**src/rtl/dual_pwm_pkg.sv**
```systemverilog
// Package: shared constants and the control-register layout of the dual PWM.
// Assumes a 3-bit register address; the map below is the software contract.
package dual_pwm_pkg;

    localparam int unsigned NUM_CH  = 2;

    // Register addresses
    localparam int unsigned A_PER0  = 0;
    localparam int unsigned A_DUTY0 = 1;
    localparam int unsigned A_PER1  = 2;
    localparam int unsigned A_DUTY1 = 3;
    localparam int unsigned A_CTRL  = 4;

    // Control register: packed so that en sits in bits 1:0, pol in 3:2, casc in 4
    typedef struct packed {
        logic              casc;
        logic [NUM_CH-1:0] pol;
        logic [NUM_CH-1:0] en;
    } pwm_ctrl_t;

    localparam int unsigned CTRL_W = $bits(pwm_ctrl_t);

endpackage

```
**src/rtl/dual_pwm_regs.sv**
```systemverilog
// Module: staging register file of the dual PWM.
// Holds per-channel period and duty staging values plus the control word.
// Assumes single-cycle writes; addresses outside the map are dropped.
module dual_pwm_regs
    import dual_pwm_pkg::*;
#(
    parameter int CH_W   = 8,
    parameter int ADDR_W = 3
) (
    input  logic                          clk,
    input  logic                          rst_n,
    input  logic                          wr_en,
    input  logic [ADDR_W-1:0]             wr_addr,
    input  logic [CH_W-1:0]               wr_data,
    output logic [NUM_CH-1:0][CH_W-1:0]   sh_per,
    output logic [NUM_CH-1:0][CH_W-1:0]   sh_duty,
    output pwm_ctrl_t                     ctrl
);

    logic [NUM_CH-1:0][CH_W-1:0] per_q;
    logic [NUM_CH-1:0][CH_W-1:0] duty_q;
    pwm_ctrl_t                   ctrl_q;

    // Purpose: capture software writes into the addressed register.
    always_ff @(posedge clk) begin
        if (!rst_n) begin
            per_q  <= '0;
            duty_q <= '0;
            ctrl_q <= '0;
        end else if (wr_en) begin
            case (wr_addr)
                ADDR_W'(A_PER0):  per_q[0]  <= wr_data;
                ADDR_W'(A_DUTY0): duty_q[0] <= wr_data;
                ADDR_W'(A_PER1):  per_q[1]  <= wr_data;
                ADDR_W'(A_DUTY1): duty_q[1] <= wr_data;
                ADDR_W'(A_CTRL):  ctrl_q    <= pwm_ctrl_t'(wr_data[CTRL_W-1:0]);
                default: ;
            endcase
        end
    end

    assign sh_per  = per_q;
    assign sh_duty = duty_q;
    assign ctrl    = ctrl_q;

endmodule

```
**src/rtl/pwm_slice.sv**
```systemverilog
// Module: one PWM counter channel of width W.
// Counts enabled ticks from 0 to per-1, then wraps and reloads period and duty
// from the staging inputs. While not running it is parked at zero and loads
// the staging values on every clock. The output is active while cnt < duty,
// which makes duty 0 steady inactive and duty >= per steady active.
module pwm_slice #(
    parameter int W = 8
) (
    input  logic         clk,
    input  logic         rst_n,
    input  logic         tick,
    input  logic         run,
    input  logic [W-1:0] shd_per,
    input  logic [W-1:0] shd_duty,
    output logic         active_o,
    output logic [W-1:0] cnt_o,
    output logic [W-1:0] per_o,
    output logic [W-1:0] duty_o
);

    logic [W-1:0] cnt_q;
    logic [W-1:0] per_q;
    logic [W-1:0] duty_q;
    logic [W:0]   cnt_inc;
    logic         last;

    // Purpose: detect the final tick of the current period (per 0 means length 1).
    always_comb begin
        cnt_inc = {1'b0, cnt_q} + (W+1)'(1);
        last    = (per_q == '0) || (cnt_inc >= {1'b0, per_q});
    end

    // Purpose: advance the counter and reload the active settings at a wrap.
    always_ff @(posedge clk) begin
        if (!rst_n) begin
            cnt_q  <= '0;
            per_q  <= '0;
            duty_q <= '0;
        end else if (!run) begin
            cnt_q  <= '0;
            per_q  <= shd_per;
            duty_q <= shd_duty;
        end else if (tick) begin
            if (last) begin
                cnt_q  <= '0;
                per_q  <= shd_per;
                duty_q <= shd_duty;
            end else begin
                cnt_q  <= cnt_inc[W-1:0];
            end
        end
    end

    assign active_o = (cnt_q < duty_q);
    assign cnt_o    = cnt_q;
    assign per_o    = per_q;
    assign duty_o   = duty_q;

endmodule

```
**src/rtl/pwm_outstage.sv**
```systemverilog
// Module: output register stage of the dual PWM.
// Applies enable, polarity and cascade selection to the raw compare results
// and registers the result so the pins cannot glitch.
// Assumes nact[i] comes from narrow channel i and wact from the cascaded one.
module pwm_outstage
    import dual_pwm_pkg::*;
(
    input  logic              clk,
    input  logic              rst_n,
    input  pwm_ctrl_t         ctrl,
    input  logic [NUM_CH-1:0] nact,
    input  logic              wact,
    output logic [NUM_CH-1:0] pwm_o
);

    logic [NUM_CH-1:0] raw;
    logic [NUM_CH-1:0] drive;
    logic [NUM_CH-1:0] pwm_q;

    // Purpose: choose the compare result feeding each pin.
    always_comb begin
        raw[0]   = ctrl.casc ? wact : nact[0];
        raw[1]   = nact[1];
        drive[0] = ctrl.en[0];
        drive[1] = ctrl.en[1] && !ctrl.casc;
    end

    // Purpose: register each pin, inactive level equal to its polarity bit.
    always_ff @(posedge clk) begin
        if (!rst_n) begin
            pwm_q <= '0;
        end else begin
            for (int i = 0; i < NUM_CH; i++) begin
                pwm_q[i] <= drive[i] ? (raw[i] ^ ctrl.pol[i]) : ctrl.pol[i];
            end
        end
    end

    assign pwm_o = pwm_q;

endmodule

```
**src/rtl/dual_pwm.sv**
```systemverilog
// Module: dual 8-bit PWM timer with optional 16-bit cascade (top level).
// Two narrow slices serve the independent mode; one wide slice, built from
// the concatenated staging registers, serves the cascade mode. The slices of
// the unused mode are held parked so they restart cleanly on a mode change.
// Assumes clk_en is synchronous to clk.
module dual_pwm
    import dual_pwm_pkg::*;
#(
    parameter int CH_W   = 8,
    parameter int ADDR_W = 3
) (
    input  logic              clk,
    input  logic              rst_n,
    input  logic              clk_en,
    input  logic              wr_en,
    input  logic [ADDR_W-1:0] wr_addr,
    input  logic [CH_W-1:0]   wr_data,
    output logic [1:0]        pwm_o
);

    localparam int WIDE_W = NUM_CH * CH_W;

    logic [NUM_CH-1:0][CH_W-1:0] sh_per;
    logic [NUM_CH-1:0][CH_W-1:0] sh_duty;
    pwm_ctrl_t                   ctrl;

    logic [NUM_CH-1:0]           nrun;
    logic [NUM_CH-1:0]           nact;
    logic [NUM_CH-1:0][CH_W-1:0] ncnt;
    logic [NUM_CH-1:0][CH_W-1:0] nper;
    logic [NUM_CH-1:0][CH_W-1:0] nduty;

    logic                        wrun;
    logic                        wact;
    logic [WIDE_W-1:0]           wcnt;
    logic [WIDE_W-1:0]           wper;
    logic [WIDE_W-1:0]           wduty;

    dual_pwm_regs #(
        .CH_W   (CH_W),
        .ADDR_W (ADDR_W)
    ) u_regs (
        .clk     (clk),
        .rst_n   (rst_n),
        .wr_en   (wr_en),
        .wr_addr (wr_addr),
        .wr_data (wr_data),
        .sh_per  (sh_per),
        .sh_duty (sh_duty),
        .ctrl    (ctrl)
    );

    // Narrow channels: one slice per channel, parked in cascade mode.
    for (genvar g = 0; g < NUM_CH; g++) begin : g_narrow
        assign nrun[g] = ctrl.en[g] && !ctrl.casc;

        pwm_slice #(
            .W (CH_W)
        ) u_slice (
            .clk      (clk),
            .rst_n    (rst_n),
            .tick     (clk_en),
            .run      (nrun[g]),
            .shd_per  (sh_per[g]),
            .shd_duty (sh_duty[g]),
            .active_o (nact[g]),
            .cnt_o    (ncnt[g]),
            .per_o    (nper[g]),
            .duty_o   (nduty[g])
        );
    end

    // Cascaded channel: channel 0 bytes low, channel 1 bytes high.
    assign wrun = ctrl.en[0] && ctrl.casc;

    pwm_slice #(
        .W (WIDE_W)
    ) u_wide (
        .clk      (clk),
        .rst_n    (rst_n),
        .tick     (clk_en),
        .run      (wrun),
        .shd_per  (sh_per),
        .shd_duty (sh_duty),
        .active_o (wact),
        .cnt_o    (wcnt),
        .per_o    (wper),
        .duty_o   (wduty)
    );

    pwm_outstage u_out (
        .clk   (clk),
        .rst_n (rst_n),
        .ctrl  (ctrl),
        .nact  (nact),
        .wact  (wact),
        .pwm_o (pwm_o)
    );

endmodule

```
**config.mk**
```make
export PLATFORM = sky130hd
export DESIGN_NAME = dual_pwm
export DESIGN_NICKNAME = d
export VERILOG_FILES = /design/src/rtl/dual_pwm_pkg.sv /design/src/rtl/dual_pwm_regs.sv /design/src/rtl/pwm_slice.sv /design/src/rtl/pwm_outstage.sv /design/src/rtl/dual_pwm.sv
export SDC_FILE = /design/constraint.sdc
export NUM_CORES = 1
export LEC_CHECK = 0
export CAP_MARGIN = 20
export CORE_UTILIZATION = 40
export DETAILED_ROUTE_END_ITERATION = 12
export DONT_BUFFER_PORTS = 1
export MAX_ROUTING_LAYER = met4
export PLACE_DENSITY = 0.64
export SLEW_MARGIN = 20
export SYNTH_ARGS = -nofsm -noshare
export SYNTH_HDL_FRONTEND = slang
export SYNTH_SLANG_ARGS = --single-unit
export TNS_END_PERCENT = 20
```
**constraint.sdc**
```tcl
create_clock -name clk -period 5.35 [get_ports clk]
set_input_delay 0 -clock clk [delete_from_list [all_inputs] [get_ports clk]]
set_output_delay 0 -clock clk [all_outputs]
set_load 0.005 [all_outputs]
```
==> impl_results.md, run 1 <==
- Synth Warn #: 0
- WHS: 23.7 ps
- Post-synthesis simple-gate area fraction: 0.215
- Top FF cell, synth: dfxtp_1
- Internal reg-to-reg setup slack: 1480 ps
- Largest area contributor in the netlist: dfxtp_1
- Detailed Place HPWL: 12,800 um
- Crit Reg-Reg Endpoint: u_wide.duty_o[0]
- Initial antenna violation count: 1
- Synth unique cells: 62
- Crit path capture type: register
- Fin cells: 1,208
- Hold Violations, Final: 0
- RSZ-0062 raised after global routing: false
- CP max-delay cell: o22ai_4
- Worst Path Arrival: 4220 ps
- Port Buffers: 0
- Fmax: 259 MHz
- # clock sinks: 135
- Static leakage: 3.02 nW
- Global-route wire length before repair: 31,100 um
- Vias in the first global route: 6,072
- Setup Crit Path Kind: register to register
- Drt wl/cell: 15.5 um
- Final setup margin: 1480 ps
- Grt ovf: 0
- Worst Hold Class: input port to register
- CP endpoint: u_wide.duty_o[0]
- Place WS: 1510 ps
- Largest net degree at the start of global routing: 70
- Gate Count Post-Synth: 937
- Area Growth Syn to Fin: 12.1%
- Die area: 19,900 um^2
- Synth top cells by count: nand2_1, dfxtp_1, a21oi_1
- Remaining antenna violation count: 0
- Nets: 1,013
- Via count: 6,338
- Placer congestion estimate: 0.886
- Post-Route WL: 18,700 um
- Status: finished clean
- Worst-path cell chain: nand3_1 -> nor3_2 -> nand4_1 -> xnor2_1 -> ha_1 -> a41oi_4 -> o31ai_4 -> or3_4 -> o22ai_4 -> buf_4 -> mux2i_1
- Die Span X: 141 um
- Number of vias per cell: 5.25
- Fillers: 1,855
- Worst EP required: 5700 ps
- Rows: 50
- Delay-heaviest family, CP: simple AND/OR/NAND/NOR gates
- Final min period: 3870 ps
- Post-synthesis async set-or-reset flop share: 0
- Worst path depth: 11
- Count leader, synth: nand2_1
- CTS tree: yes
- Max-cap violations: 0
- Xor/xnor share of the synthesized area: 0.0271
- Root Driver: clkbuf_16
- Mapped Area: 7750 um^2
- Final setup viols: 0
- Cells after DPL: 1,149
- Clock latency on the worst-skew pair: 420 ps
- Number of synthesized flops with an enable pin: 0
- Proportion of synthesized area in mux cells: 0.0594
- GRT Util Overall: 0.204
- Final number of max-transition violations: 0
- Iter 0 DRT Violations: 382
- Initial Util: 0.412
- Post-route DRC: 0
- Layout cells sized above 1: 0.0665
- Worst R2R Path Depth: 11
- Mapped Avg Cell Area: 8.27 um^2
- Top cells by area, synth: dfxtp_1, ha_1, nand2_1
- Critical R2R Launch: u_wide.cnt_o[2]
- CTS max path bufs: 2
- Syn Nets: 1,016
- Maximum fanout along the worst path: 17
- Critical Path Max Stage Delay: 580 ps
- Worst-Margin Slew: 1020 ps
- Drt first pass iters: 5
- Final period util: 0.723
- Largest family of logic cells by synthesized area: simple AND/OR/NAND/NOR gates
- Slew HR: 0.320
- Core area: 18,800 um^2
- H-tree depth: 4
- Top-area cell type share of the netlist area: 0.349
- Sequential share of the synthesized area: 0.349
- Number of CTS-inserted buffers: 17
- Yosys reg bits: 135
- CP Buf/Inv Count: 1
- Reg clk slew, reported paths: 60 ps
- Clock Skews: 7.56 ps
- # resized after CTS: 0
- Final core occ: 0.461
- Io pins: 17
- Pwr Density: 269 nW/um^2
- Compound-Gate Fraction of Synth Area: 0.169
- VDD IR-drop max: 0.000222 V
- Synth Area in Adders: 0.103
- Die Ht: 141 um
- CP startpoint kind: register
- Setup Total Neg Slack: 0 ps
- Crit path launch: u_wide.cnt_o[2]
worst min path at each step:
stage	start	endpoint	slack (ps)	cells after the start
2_1_floorplan	wr_data[0]	u_regs.sh_duty[0]	140	2
3_3_place_gp	clk_en	u_wide.cnt_o[11]	120	1
3_5_place_dp	clk_en	u_wide.cnt_o[11]	130	1
4_1_cts	rst_n	u_regs.ctrl[2]	1	2
5_1_grt	rst_n	u_regs.ctrl[2]	20	2
6_report	wr_addr[0]	u_regs.sh_duty[11]	20	3
layout make-up:
type,count,area [um^2],area share
multi-input combinational,674,4450,0.513
clock buffer,18,439,0.0506
timing repair buffer,29,310,0.0357
antenna,1,2.50,0.000288
sequential,135,2700,0.311
clock inverter,14,165,0.0190
tap,260,325,0.0374
inverter,77,289,0.0333
sequential cells by signal, indices dropped and copies added (netlist names):
name,cells
u_regs.sh_duty,16
u_out.pwm_o,2
u_wide.duty_o,16
u_wide.cnt_o,16
g_narrow.u_slice.cnt_o,16
g_narrow.u_slice.per_o,16
g_narrow.u_slice.duty_o,16
u_wide.per_o,16
u_regs.sh_per,16
u_regs.ctrl,5
routing by layer:
metal	global-route usage	vias up	wire [um]
li1	-	3263	-
met1	0.281	2971	9570
met2	0.299	87	8330
met3	0.0404	17	570
met4	0.0589	0	200
met5	-	-	0
worst register-to-register path: cells and delay by family, from the launching register on:
family,cells,cell delay (ps)
flip-flops,1,480
XOR/XNOR,1,190
buffers and inverters,1,420
multiplexers,1,220
adder cells (fa/ha/maj),1,220
AND/OR/NAND/NOR,4,1350
AO/OA/AOI/OAI,3,930
cells by family (layout without fill, tap and decap cells):
group,Yosys count,in the layout
AOI/OAI and AO/OA,198,198
xor gates and xnor gates,24,24
muxes,46,46
DFF,135,135
and+or+nand+nor,342,342
adders and majority gates,64,64
other,0,1
buffers and inverters,128,138
cells in the final DEF (no fill, tap or decap), types with 3 or more instances in the layout:
cell type,count
nand2_1,159
nand4_1,21
nor4b_1,5
a32o_1,4
xor2_1,8
and3_1,9
nor2_1,25
o211ai_1,7
a31oi_1,3
nor4_1,10
clkbuf_16,17
nor2b_1,5
mux2i_1,46
a21bo_2,4
buf_4,3
a21oi_1,93
and4_1,3
a21o_1,34
o21ai_0,19
o22ai_1,6
nand2b_1,12
nand3b_1,11
dlygate4sd3_1,24
ha_1,64
or2_2,3
inv_6,4
and3_2,4
nor3_1,11
dfxtp_1,135
nand3_1,54
clkinv_4,5
a211oi_1,5
inv_1,76
a211o_1,3
xnor2_1,16
o21ai_1,4
through the flow:
| stage | power [W] | area [um^2] |
|---|---|---|
| after floorplan | 0.00113 | 7750 |
| after global placement | 0.00114 | 7790 |
| after detailed placement | 0.00114 | 7790 |
| after CTS | 0.00236 | 8680 |
| after global routing | 0.00241 | 8690 |
| final | 0.00234 | 8690 |
timing repair:
action	in CTS	in global routing
hold buffers	26	0
hold endpoints to repair	103	0
setup endpoints to repair	0	0
setup buffers	0	0
power breakdown:
group	total, W	internal [W]	switching, W
Combinational	0.000118	0.0000418	0.0000761
Sequential	0.00103	0.00102	0.0000109
Clock	0.00119	0.000711	0.000482
Note: power is estimated with default switching activity, not from simulation.
==> run 2: changes to the inputs <==
clock period = 3.9 ns   (was 5.35 ns; I/O delays follow)
==> run 2 against run 1 <==
Net effect: total power increased by 40%; count of clock-buffer cells in the layout did not move; die area stayed put; final cell count down 0.25%; critical path depth is 2 higher; fmax is 4.7% higher; critical endpoint is now u_wide.cnt_o[11]; clock skew grew 5.9 ps.
==> impl_results.md, run 2 (synthesis results as in run 1) <==
- Final setup viols: 0 (unchanged)
- Post-DP Area: 7820 um^2 (was 7790 um^2)
- Cells after DPL: 1,151 (was 1,149)
- N_diodes: 0 (was 1)
- Io pins: 17 (unchanged)
- Min-delay src: wr_addr[1] (was wr_addr[0])
- Nets: 1,011 (was 1,013)
- WHS: 33.8 ps (was 23.7 ps)
- Port Buffers: 0 (unchanged)
- Maximum fanout along the worst path: 15 (was 17)
- Grt ovf: 0 (unchanged)
- Worst EP required: 4200 ps (was 5700 ps)
- Initial antenna violation count: 0 (was 1)
- Final period util: 0.947 (was 0.723)
- Final number of max-transition violations: 0 (unchanged)
- Number of CTS-inserted buffers: 17 (unchanged)
- Clock latency on the worst-skew pair: 430 ps (was 420 ps)
- Die Span X: 141 um (unchanged)
- Placer congestion estimate: 0.895 (was 0.886)
- VDD IR-drop max: 0.000289 V (was 0.000222 V)
- Worst Hold Class: input port to register (unchanged)
- Postcts setup bufs: 0 (unchanged)
- CTS max path bufs: 2 (unchanged)
- Internal reg-to-reg setup slack: 210 ps (was 1480 ps)
- Pwr Density: 377 nW/um^2 (was 269 nW/um^2)
- Area Growth Syn to Fin: 12.3% (was 12.1%)
- Post-route cell area: 8710 um^2 (was 8690 um^2)
- H-tree depth: 4 (unchanged)
- Critical R2R Launch: u_wide.cnt_o[0] (was u_wide.cnt_o[2])
- Clock Skews: 13.5 ps (was 7.56 ps)
- Drt wl/cell: 15.4 um (was 15.5 um)
- Initial Util: 0.412 (unchanged)
- Register area: 2700 um^2 (unchanged)
- Max-cap violations: 0 (unchanged)
- GRT Util Overall: 0.203 (was 0.204)
- Die area: 19,900 um^2 (unchanged)
- Crit Reg-Reg Endpoint: u_wide.cnt_o[11] (was u_wide.duty_o[0])
- Multi-input logic area: 4470 um^2 (was 4450 um^2)
- Die Ht: 141 um (unchanged)
- CP startpoint kind: register (unchanged)
- Fmax: 271 MHz (was 259 MHz)
- # clock sinks: 135 (unchanged)
- Final min period: 3690 ps (was 3870 ps)
- Setup Total Neg Slack: 0 ps (unchanged)
- CTS tree: yes (unchanged)
- Largest net degree at the start of global routing: 71 (was 70)
- RSZ-0062 raised after global routing: false (unchanged)
- Worst-Margin Slew: 958 ps (was 1020 ps)
- Setup Crit Path Kind: register to register (unchanged)
- Remaining antenna violation count: 0 (unchanged)
- Number of vias per cell: 5.29 (was 5.25)
- Most common cell after layout, fill and taps aside: nand2_1 (unchanged)
- Core area: 18,800 um^2 (unchanged)
- Comb pwr share: 0.049 (was 0.050)
- Static leakage: 3.05 nW (was 3.02 nW)
- Final core occ: 0.462 (was 0.461)
- Fin cells: 1,205 (was 1,208)
- P_int: 0.00253 W (was 0.00177 W)
- Post-route DRC: 0 (unchanged)
- Reg clk slew, reported paths: 60 ps (about the same)
- Via count: 6,371 (was 6,338)
- Worst R2R Path Depth: 13 (was 11)
- Layout cells sized above 1: 0.0688 (was 0.0665)
- Worst Path Arrival: 4000 ps (was 4220 ps)
- Drt first pass iters: 5 (unchanged)
- Hold path endpoint: u_regs.sh_duty[15] (was u_regs.sh_duty[11])
- Rows: 50 (unchanged)
- Vias in the first global route: 6,054 (was 6,072)
- Slew HR: 0.362 (was 0.320)
- Global-route wire length before repair: 30,800 um (was 31,100 um)
- Commonest non-fill, non-tap cells in the layout: nand2_1, dfxtp_1, a21oi_1 (unchanged)
- Iter 0 DRT Violations: 472 (was 382)
- Hold Path Depth: 3 (unchanged)
- Sw Ratio: 0.231 (was 0.243)
- Root Driver: clkbuf_16 (unchanged)
- Detailed Place HPWL: 12,800 um (about the same)
- Net switching power figure: 0.000758 W (was 0.000569 W)
- Hold Violations, Final: 0 (unchanged)
- Post-Route WL: 18,600 um (was 18,700 um)
- Fillers: 1,832 (was 1,855)
- Crit path capture type: register (unchanged)
- Status: finished clean (unchanged)
- Clock power share: 0.521 (was 0.510)
- Share of power burned in registers: 0.429 (was 0.440)
==> run 2: changes by cell type in the layout (fill, tap and decap cells not counted), moves of 2 or more <==
cell / before / now
clkinv_4: 5 / 1
dlygate4sd3_1: 24 / 20
bufinv_16: 2 / 4
clkinv_2: 0 / 2
clkinvlp_4: 2 / 4
==> run 2: timing repair <==
action	4_1_cts	5_1_grt
setup endpoints to repair	0	1
endpoints found under the hold margin	113	0
resized for setup	0	2
hold buffers	22	0
==> run 2: critical path, cell delays in order (launching register included) <==
cell and delay, ps:
dfxtp_1 410, ha_1 270, and3_2 240, nand3_4 150
nor3_1 260, xor2_1 130, ha_1 350, nand4_1 210
o41ai_2 430, nand2_1 90, o221a_2 250, o21ai_0 130
o31ai_1 90, dlygate4sd3_1 570
==> run 2: final cells by class <==
type	count	area share
multi-input cells	674	0.513
well taps	260	0.0374
inverters	77	0.0332
clock inverters	14	0.0224
flip-flops and latches	135	0.310
repair buffers	27	0.0342
clock buffers	18	0.0493
==> run 2: power groups by stage <==
stage               clock (W)  sequential [W]  combinational [W]
floorplan                   0         0.00143           0.000116
global placement            0         0.00144           0.000117
detailed placement          0         0.00144           0.000118
CTS                   0.00174         0.00141           0.000161
global route          0.00180         0.00141           0.000178
finish                0.00171         0.00141           0.000161
==> run 2: layer usage <==
layer | share of wire | vias to the layer above | GRT usage
met2 | 0.45 | 102 | 0.307
met4 | 0.012 | 0 | 0.0578
li1 | - | 3261 | -
met3 | 0.034 | 16 | 0.0350
met5 | 0 | - | -
met1 | 0.51 | 2992 | 0.277
==> run 2: through the flow <==
stage	setup WS (ps)	total power, W
after global placement	598	0.00156
after floorplan	980	0.00155
after detailed placement	515	0.00156
final	206	0.00328
after CTS	133	0.00331
after global routing	12.3	0.00339
==> run 2: how the worst max path moves through the flow <==
stage | start | to | slack [ps]
finish | u_wide.cnt_o[0] | u_wide.cnt_o[11] | 210
detailed placement | u_wide.cnt_o[2] | u_wide.per_o[15] | 520
global route | u_wide.cnt_o[2] | u_wide.cnt_o[11] | 10
CTS | u_wide.cnt_o[2] | u_wide.cnt_o[11] | 130
floorplan | u_wide.cnt_o[0] | u_wide.duty_o[0] | 980
global placement | u_wide.cnt_o[2] | u_wide.duty_o[3] | 600
==> run 3: changes to the inputs <==
CORE_ASPECT_RATIO = 1.5   (was not set)
MAX_ROUTING_LAYER = not set   (was met4)
PLACE_DENSITY = 0.52   (was 0.64)
==> run 3 against run 2 <==
Net effect: total power fell by 2.8%; sequential share of layout area is 0.072 points higher; fmax rose by 1.2%; die area is essentially flat; clock power decreased by 5%; global-route usage grew 2.5 points; core utilization shrank 0.72 points; critical path type unchanged; non-clock buffer count increased by 3.
==> impl_results.md, run 3 (synthesis results as in run 1) <==
- Crit path capture type: register (unchanged)
- Initial antenna violation count: 1 (was 0)
- Die area: 20,000 um^2 (was 19,900 um^2)
- Static leakage: 3.04 nW (was 3.05 nW)
- Post-route DRC: 0 (unchanged)
- CP startpoint kind: register (unchanged)
- Port Buffers: 0 (unchanged)
- Commonest non-fill, non-tap cells in the layout: nand2_1, dfxtp_1, a21oi_1 (unchanged)
- Slew HR: 0.332 (was 0.362)
- GRT Util Overall: 0.229 (was 0.203)
- CTS tree: yes (unchanged)
- Rows: 62 (was 50)
- Pwr Density: 368 nW/um^2 (was 377 nW/um^2)
- VDD IR-drop max: 0.000242 V (was 0.000289 V)
- Most common cell after layout, fill and taps aside: nand2_1 (unchanged)
- RSZ-0062 raised after global routing: false (unchanged)
- # clock sinks: 135 (unchanged)
- Crit path launch: u_wide.cnt_o[0] (unchanged)
- Final number of max-transition violations: 0 (unchanged)
- Layout cells sized above 1: 0.0770 (was 0.0688)
- Critical Path Max Stage Delay: 580 ps (was 570 ps)
- Global-route wire length before repair: 33,800 um (was 30,800 um)
- Min-delay src: wr_addr[1] (unchanged)
- Die Span X: 116 um (was 141 um)
- Grt ovf: 0 (unchanged)
- Place WS: 554 ps (was 515 ps)
- Fmax: 274 MHz (was 271 MHz)
- Fillers: 1,980 (was 1,832)
- Worst-path cell chain: ha_2 -> and3_2 -> nand3_4 -> nor3_2 -> xor2_1 -> ha_1 -> nand4_1 -> o41ai_2 -> nand2_1 -> o221a_2 -> o21ai_0 -> o31ai_1 -> dlygate4sd3_1 (was ha_1 -> and3_2 -> nand3_4 -> nor3_1 -> xor2_1 -> ha_1 -> nand4_1 -> o41ai_2 -> nand2_1 -> o221a_2 -> o21ai_0 -> o31ai_1 -> dlygate4sd3_1)
- Initial Util: 0.406 (was 0.412)
- Core area: 19,100 um^2 (was 18,800 um^2)
- Root Driver: clkbuf_16 (unchanged)
- Grt met2 use: 0.439 (was 0.307)
- Final min period: 3650 ps (was 3690 ps)
- CTS max path bufs: 2 (unchanged)
- Final period util: 0.936 (was 0.947)
- Worst EP required: 4230 ps (was 4200 ps)
- Most used routing layer in global routing: met2 (unchanged)
- Max-cap violations: 0 (unchanged)
- Met3 Track Usage GR: 0.0343 (was 0.0350)
- Final setup viols: 0 (unchanged)
- Setup Total Neg Slack: 0 ps (unchanged)
- Clock Skews: 6.37 ps (was 13.5 ps)
- Number of CTS-inserted buffers: 17 (unchanged)
- Vias in the first global route: 6,362 (was 6,054)
- Critical R2R Launch: u_wide.cnt_o[0] (unchanged)
- Drt wl/cell: 17.5 um (was 15.4 um)
- Postcts setup bufs: 0 (unchanged)
- Area Growth Syn to Fin: 12.1% (was 12.3%)
- Post-Route WL: 21,200 um (was 18,600 um)
- Clock latency on the worst-skew pair: 440 ps (was 430 ps)
- Setup Crit Path Kind: register to register (unchanged)
- Maximum fanout along the worst path: 15 (unchanged)
- Largest net degree at the start of global routing: 70 (was 71)
- Worst Path Arrival: 3980 ps (was 4000 ps)
- GR Layer Usage met1: 0.239 (was 0.277)
- Worst-Margin Slew: 995 ps (was 958 ps)
- Drt first pass iters: 5 (unchanged)
- Via count: 6,336 (was 6,371)
- Reg clk slew, reported paths: 60 ps (about the same)
- Status: finished clean (unchanged)
- Detailed Place HPWL: 15,200 um (was 12,800 um)
- Placer congestion estimate: 0.818 (was 0.895)
- Worst Hold Class: input port to register (unchanged)
- Final setup margin: 251 ps (was 206 ps)
- Hold Violations, Final: 0 (unchanged)
- Io pins: 17 (unchanged)
- H-tree depth: 4 (unchanged)
- Iter 0 DRT Violations: 377 (was 472)
- Remaining antenna violation count: 0 (unchanged)
- Number of vias per cell: 5.25 (was 5.29)
- Nets: 1,014 (was 1,011)
- Die Ht: 172 um (was 141 um)
- CP max-delay cell: dlygate4sd3_1 (unchanged)
-- run 3: repair_timing --
item,in CTS,in global routing
gates resized for setup,0,4
setup endpoints to repair,0,1
hold endpoints to repair,103,0
hold buffers,20,0
-- run 3: cell type report --
cell class / count / area, um^2 / share of cell area
clock buffer: 17 / 425 / 0.0490
inverter: 77 / 289 / 0.0333
sequential: 135 / 2700 / 0.311
timing repair buffer: 30 / 303 / 0.0349
clock inverter: 15 / 164 / 0.0189
antenna: 3 / 7.51 / 0.000864
multi-input combinational: 674 / 4470 / 0.515
tap: 256 / 320 / 0.0369
-- run 3: per-stage QoR --
stage          instance area, um^2  total power (W)  hold WS, ps  std cells  utilization
2_1_floorplan                 7750          0.00155          136        937            -
3_3_place_gp                  7840          0.00156          124       1152        0.411
3_5_place_dp                  7840          0.00156          129       1152        0.411
4_1_cts                       8650          0.00323         4.21       1204        0.453
5_1_grt                       8690          0.00330         30.8       1207        0.455
6_report                      8690          0.00319         19.8       1207        0.455
-- run 3: power breakdown --
| part | internal (W) | switching [W] | total, W |
|---|---|---|---|
| logic | 0.0000566 | 0.000109 | 0.000166 |
| clock network | 0.000905 | 0.000712 | 0.00162 |
| registers | 0.00140 | 0.0000139 | 0.00141 |
-- run 3: critical path: cells and delay by family, from the launching register on --
family,cells,cell delay (ps)
AO/OA/AOI/OAI,4,900
XOR/XNOR,1,110
adder cells (fa/ha/maj),2,590
buffers and inverters,1,580
flip-flops,1,430
AND/OR/NAND/NOR,5,920
-- run 3: path summary, 6_finish.rpt --
kind,slack (ps),depth (start not counted),endpoint
setup / recovery,250,13,u_wide.cnt_o[11]
hold / removal,20,3,u_regs.sh_duty[11]
setup reg to reg,250,13,u_wide.cnt_o[11]
hold reg to reg,460,2,u_wide.duty_o[10]
-- run 3: routing by layer --
layer,vias up,routed length [um]
li1,3271,-
met1,2981,8440
met2,57,11800
met3,27,384
met4,0,552
met5,-,0
